**config.mk**
```make
export PLATFORM = sky130hd
export DESIGN_NAME = ivs_ack_seq
export DESIGN_NICKNAME = d
export VERILOG_FILES = /design/src/rtl/ivs_pkg.sv /design/src/rtl/ivs_strobe_edge.sv /design/src/rtl/ivs_byte_form.sv /design/src/rtl/ivs_ack_seq.sv
export SDC_FILE = /design/constraint.sdc
export NUM_CORES = 1
export LEC_CHECK = 0
export ABC_AREA = 1
export ABC_CLOCK_PERIOD_IN_PS = 1500
export CORE_AREA = 4 4 43 53
export DETAILED_ROUTE_END_ITERATION = 8
export DIE_AREA = 0 0 47 57
export GPL_TIMING_DRIVEN = 0
export PLACE_DENSITY = 0.83
export SKIP_CTS_REPAIR_TIMING = 1
export SLEW_MARGIN = 20
export SYNTH_ARGS = -nofsm -noshare
export SYNTH_HDL_FRONTEND = slang
export SYNTH_HIERARCHICAL = 1
export SYNTH_SLANG_ARGS = --single-unit
```
**constraint.sdc**
```tcl
create_clock -name clk -period 1.5 [get_ports clk]
set_input_delay 0.3 -clock clk [delete_from_list [all_inputs] [get_ports clk]]
set_output_delay 0.3 -clock clk [all_outputs]
set_load 0.01 [all_outputs]
```
**src/rtl/ivs_pkg.sv**
```systemverilog
package ivs_pkg;

    localparam int IRW = 3;
    localparam int PW  = 2;
    localparam logic [7:0] CALL_OP = 8'hCD;

    typedef struct packed {
        logic [PW-1:0]  idx;
        logic [IRW-1:0] irq;
        logic           set;
        logic           clr;
    } seq_t;

endpackage

```
**src/rtl/ivs_strobe_edge.sv**
```systemverilog
module ivs_strobe_edge (
    input  logic clk,
    input  logic rst_n,
    input  logic strobe_n,
    output logic lead,
    output logic trail
);

    logic prev_d, prev_q;

    always_comb begin
        prev_d = strobe_n;
        lead   = prev_q && !strobe_n;
        trail  = !prev_q && strobe_n;
    end

    always_ff @(posedge clk or negedge rst_n) begin
        if (!rst_n) prev_q <= 1'b1;
        else        prev_q <= prev_d;
    end

endmodule

```
**src/rtl/ivs_byte_form.sv**
```systemverilog
module ivs_byte_form #(
    parameter int DW  = 8,
    parameter int IRW = 3,
    parameter int PW  = 2
) (
    input  logic [PW-1:0]  phase,
    input  logic           cpu8,
    input  logic           intvl4,
    input  logic [IRW-1:0] irq,
    input  logic [DW-1:0]  lo_cfg,
    input  logic [DW-1:0]  vec_hi,
    output logic [DW-1:0]  byte_o,
    output logic           supplies
);

    localparam int SP4 = 2;
    localparam int SP8 = 3;

    logic [DW-1:0] lo4, lo8, vec16;

    always_comb begin
        lo4   = {lo_cfg[DW-1:IRW+SP4], irq, {SP4{1'b0}}};
        lo8   = {lo_cfg[DW-1:IRW+SP8], irq, {SP8{1'b0}}};
        vec16 = {vec_hi[DW-1:IRW], irq};
        byte_o   = '0;
        supplies = 1'b0;
        if (cpu8) begin
            case (phase)
                2'd0: begin byte_o = DW'(ivs_pkg::CALL_OP); supplies = 1'b1; end
                2'd1: begin byte_o = intvl4 ? lo4 : lo8;     supplies = 1'b1; end
                2'd2: begin byte_o = vec_hi;                 supplies = 1'b1; end
                default: ;
            endcase
        end else if (phase == 2'd1) begin
            byte_o   = vec16;
            supplies = 1'b1;
        end
    end

endmodule

```
**src/rtl/ivs_ack_seq.sv**
```systemverilog
module ivs_ack_seq #(
    parameter int DW = 8
) (
    input  logic                    clk,
    input  logic                    rst_n,
    input  logic                    inta_n,
    input  logic [ivs_pkg::IRW-1:0] win_irq,
    input  logic                    cpu8_mode,
    input  logic                    intvl4,
    input  logic                    aeoi,
    input  logic [DW-1:0]           lo_cfg,
    input  logic [DW-1:0]           vec_hi,
    output logic [DW-1:0]           dout,
    output logic                    dout_oe,
    output logic                    isr_set,
    output logic                    isr_clr,
    output logic [ivs_pkg::IRW-1:0] isr_idx
);

    import ivs_pkg::*;

    localparam logic [PW-1:0] LAST8  = PW'(2);
    localparam logic [PW-1:0] LAST16 = PW'(1);

    logic lead, trail, last, supplies;
    seq_t seq_d, seq_q;

    ivs_strobe_edge u_edge (
        .clk      (clk),
        .rst_n    (rst_n),
        .strobe_n (inta_n),
        .lead     (lead),
        .trail    (trail)
    );

    ivs_byte_form #(.DW(DW), .IRW(IRW), .PW(PW)) u_form (
        .phase    (seq_q.idx),
        .cpu8     (cpu8_mode),
        .intvl4   (intvl4),
        .irq      (seq_q.irq),
        .lo_cfg   (lo_cfg),
        .vec_hi   (vec_hi),
        .byte_o   (dout),
        .supplies (supplies)
    );

    always_comb begin
        last      = (seq_q.idx == (cpu8_mode ? LAST8 : LAST16));
        seq_d     = seq_q;
        seq_d.set = 1'b0;
        seq_d.clr = 1'b0;
        if (lead && seq_q.idx == '0) begin
            seq_d.irq = win_irq;
            seq_d.set = 1'b1;
        end
        if (trail) begin
            if (last) begin
                seq_d.idx = '0;
                seq_d.clr = aeoi;
            end else begin
                seq_d.idx = seq_q.idx + 1'b1;
            end
        end
    end

    always_ff @(posedge clk or negedge rst_n) begin
        if (!rst_n) seq_q <= '0;
        else        seq_q <= seq_d;
    end

    assign dout_oe = !inta_n && supplies;
    assign isr_set = seq_q.set;
    assign isr_clr = seq_q.clr;
    assign isr_idx = seq_q.irq;

endmodule

```
Word level (Yosys, flattened, before mapping)
Cells that the tools add are included.

Register bits after elaboration: 8. Word-level logic and storage cells: 29. Output and inout port bits: 14. Input port bits: 25.

Eq/ne operators: 3. Mux-type cells: 12. Reductions and logical operators: 8. Add/sub/neg operators: 1.

Operators with widths (number): $pmux 8 s3 (1); $mux 8 (2); $mux 1 (6); $mux 6 (1); $logic_and 1x1->1 (4); $mux 2 (2); $reduce_or 3->1 (1); $add 2x1->2 const B (1); $eq 2x1->1 const B (1); $eq 2x2->1 (1); $eq 2x2->1 const B (1); $logic_not 1->1 (2); $logic_not 2->1 (1).

Depth between registers and ports, before layout
Word-level depth: 5. Gate-level depth with buffers: 6. Gate-level depth less buffers: 6.

Cells and area by module
The synthesis kept the hierarchy.

By module, submodules not included: ivs_ack_seq (cells each 42, area each 331.6 um2, times used 1); ivs_byte_form (cells each 52, area each 224.0 um2, times used 1); ivs_strobe_edge (cells each 5, area each 41.3 um2, times used 1).

Least setup slack after synthesis
OpenSTA, ideal clock, no wires.

Kind: reg2out. Start: reg seq_q[5] (netlist bit). End: out dout[1]. Setup slack: 197 ps. Arrival: 1003 ps. Stages on the path, launching flop included: 5. Data required time: 1200 ps. Cell sequence: dfrtp_1 > inv_2 > nor2_4 > nand2_2 > o21ai_0.

Longest elaborated chain between the ends: 3.

Ends and longest elaborated chain: start: declaration (line ivs_ack_seq.sv:26) `seq_t seq_d, seq_q;`; start signal: assignment (line ivs_ack_seq.sv:68) `else seq_q <= seq_d;`; $eq 2x2->1 (tied with other cells) (line ivs_byte_form.sv:28) `case (phase)`; $pmux 8 s3 or $mux 8 (tied branches) (line ivs_byte_form.sv:28, ivs_byte_form.sv:34); $mux 8 (*) (line ivs_byte_form.sv:27) `if (cpu8) begin`; end: declaration (line ivs_ack_seq.sv:13) `output logic [DW-1:0] dout,`.

Mark *: on every way between the ends. The rest lies on a longest branch, timed or not.

Worst setup path after layout
Start: reg seq_q[5] (netlist bit). End: out dout[6].

The elaborated chain is that of the path after synthesis.

==> flow_summary_export.csv <==
group,metric,value,unit
run_status,status,"finished with violations",
run_status,violations,"setup timing",
global_routing,grt_pass1_vias,666,
critical_path,worstPathArrival,1.33,ns
placement,globalplace.congestion,0.849,
routing,drc_errors,0,
finish,finalInstanceArea,1050,µm²
floorplanning,die_height,57,µm
global_routing,grt_usage,13.2,%
clock_tree,cts_tree,"built",
floorplanning,fp-row-count,17,
logic_synthesis,ys_seq_area_share,33.8,%
finish,layout.cells.non_filler,164,
clock_tree,clk_pin_slew,0.06,ns
critical_path,path_max_fanout,6,
floorplanning,coreArea,1790,µm²
pwr,p_leak,0.633,nW
finish,diodes,0,
routing,viasPerCell,4.63,
finish,final_common_cell,"nand2_1",
floorplanning,start_util,33.4,%
placement,dp.cells,151,
sta,slew_violations,0,
logic_synthesis,ys_ff_latch,8,
global_routing,antenna_found_initial,0,
sta,tightestPinTransition,0.382,ns
routing,ant_nets,0,
routing,first_pass_iters,2,
logic_synthesis,synth_xor_area_share,0,%
sta,hold_slack,0.335,ns
finish,final_cell_mix,"nand2_1, clkdlybuf4s50_1, inv_1",
sta,fin_worst_skew,0.00114,ns
run,drv_cap,0,
pwr,p_per_area,1450,nW/µm²
logic_synthesis,synth_top_family_by_area,"simple AND/OR/NAND/NOR gates",
global_routing,grt_pass1_wl,2570,µm
routing,drt_wl_total,1940,µm
clock_tree,cts-root-buf,"clkbuf_4",
placement,dp_hpwl,1390,µm
logic_synthesis,postSynthCellCount,99,
logic_synthesis,syn_area,597,µm²
floorplanning,ios,39,
clock_tree,clkSinkCount,8,
placement,place_area,951,µm²
sta,max_freq,613,MHz
logic_synthesis,synthMuxAreaShare,0,%
clock_tree,cts_max_path_buffers,2,
sta,rsz0062_at_grt,"yes",
critical_path,crit_required,1.20,ns
sta,setup_violations,9,
logic_synthesis,ys_types,14,
logic_synthesis,synthAdderAreaFrac,2.10,%
finish,drive_gt1_share,26.2,%
sta,min_period,1.63,ns
routing,first_iter_violations,5,
logic_synthesis,yosys_warnings,6,
logic_synthesis,synth-simple-area-share,43.6,%
sta,layout_setup_ws,-0.130,ns
floorplanning,die_area,2680,µm²
logic_synthesis,syn_area_per_cell,6.03,µm²
logic_synthesis,synth_fp_nets,125,
pwr,ir_worst_vdd,0.698,mV
routing,avgRoutedWirePerCell,11.8,µm
clock_tree,cts_made_buffers,3,
sta,maxSlewHeadroom,74.4,%
placement,io_buffers,33,
sta,hold_viol_final,0,
clock_tree,htree_levels,1,
finish,layout.nets,172,
critical_path,path_class,"reg2out",
logic_synthesis,synth_compound_area_share,6.71,%
floorplanning,dieWidth,47,µm
critical_path,cp-end-kind,"output pin",
sta,finalCritPeriodShare,109,%
clock_tree,clk_latency,0.25,ns
critical_path,setup.worst_path.start_class,"flop",
routing,via_count,759,
finish,area_growth,76.7,%
pwr,totalPowerFinal,1.53,mW
global_routing,grt_overflow,0,
worst_hold_path,hp-class,"in2async",
global_routing,grt_max_degree,11,
==> stage by stage <==
step | utilization (%) | worst slack, ns | TNS, ns
after global routing | 59.0 | -0.219 | -1.77
after CTS | 54.7 | -0.835 | -7.22
final | 59.0 | -0.130 | -0.978
after detailed placement | 53.2 | -0.821 | -6.73
after global placement | 53.2 | -0.807 | -6.59
after floorplan | - | 0.197 | 0
==> final cells by class <==
type                       count  area (µm²)
fill                         166         732
timing repair buffer          42         369
multi-input combinational     72         347
sequential                     8         204
inverter                      16        62.6
clock buffer                   4        26.3
tap                           19        23.8
buffer                         3        22.5
==> critical path: stages (launching register included) <==
cell     delay [ns]
dfrtp_2        0.46
inv_4          0.07
nor2_4         0.16
nand2_4        0.09
nand2_4        0.08
nand2_1        0.05
nand2_1        0.05
buf_2          0.12
==> routing by layer <==
layer / global-route usage (%) / share of wire (%) / vias up
met1: 14.3 / 38 / 335
li1: - / - / 392
met5: 0 / 0 / -
met2: 22.5 / 52 / 28
met4: 7.91 / 1.3 / 0
met3: 2.21 / 8.5 / 4
==> power by group <==
part | internal, mW | switching (mW)
Clock | 0.102 | 0.0741
Sequential | 0.289 | 0.101
Combinational | 0.496 | 0.464
Total | 0.887 | 0.639
==> logic make-up (layout without fill, tap and decap cells) <==
group | after synthesis | in the layout
buf+inv | 19 | 65
fa+ha+maj | 1 | 1
compound gates | 8 | 8
flops | 8 | 8
simple gates | 63 | 63
==> Yosys cell counts <==
master	n	area [µm²]
dfrtp_1	7	175
buf_4	3	22.5
dfstp_2	1	26.3
nor2_4	1	11.3
nand2_1	46	173
inv_1	14	52.6
ha_1	1	12.5
a21oi_1	1	5.00
inv_2	2	7.51
or2_1	1	6.26
nand3_1	7	35.0
nand2_2	2	12.5
nor2_1	6	22.5
o21ai_0	7	35.0
==> worst paths after layout <==
kind	from	endpoint	slack [ns]	depth (start not counted)
min in group clk	cpu8_mode	seq_q[5]$_DFFE_PN0P_	0.50	4
min reg2reg	isr_idx[1]$_DFFE_PN0P_	isr_idx[1]$_DFFE_PN0P_	0.62	3
max	seq_q[5]$_DFFE_PN0P_	dout[6]	-0.13	7
max reg2reg	seq_q[6]$_DFFE_PN0P_	isr_idx[2]$_DFFE_PN0P_	0.27	7
max in group asynchronous	rst_n	u_edge/prev_q$_DFF_PN1_	0.85	1
min	rst_n	isr_clr$_DFF_PN0_	0.34	1
==> state kept, by name (all words and copies together), names as in the netlist <==
| signal | count |
|---|---|
| seq_q | 2 |
| isr_idx | 3 |
| u_edge/prev_q | 1 |
| isr_clr | 1 |
| isr_set | 1 |
Note: power is estimated with default switching activity, not from simulation.
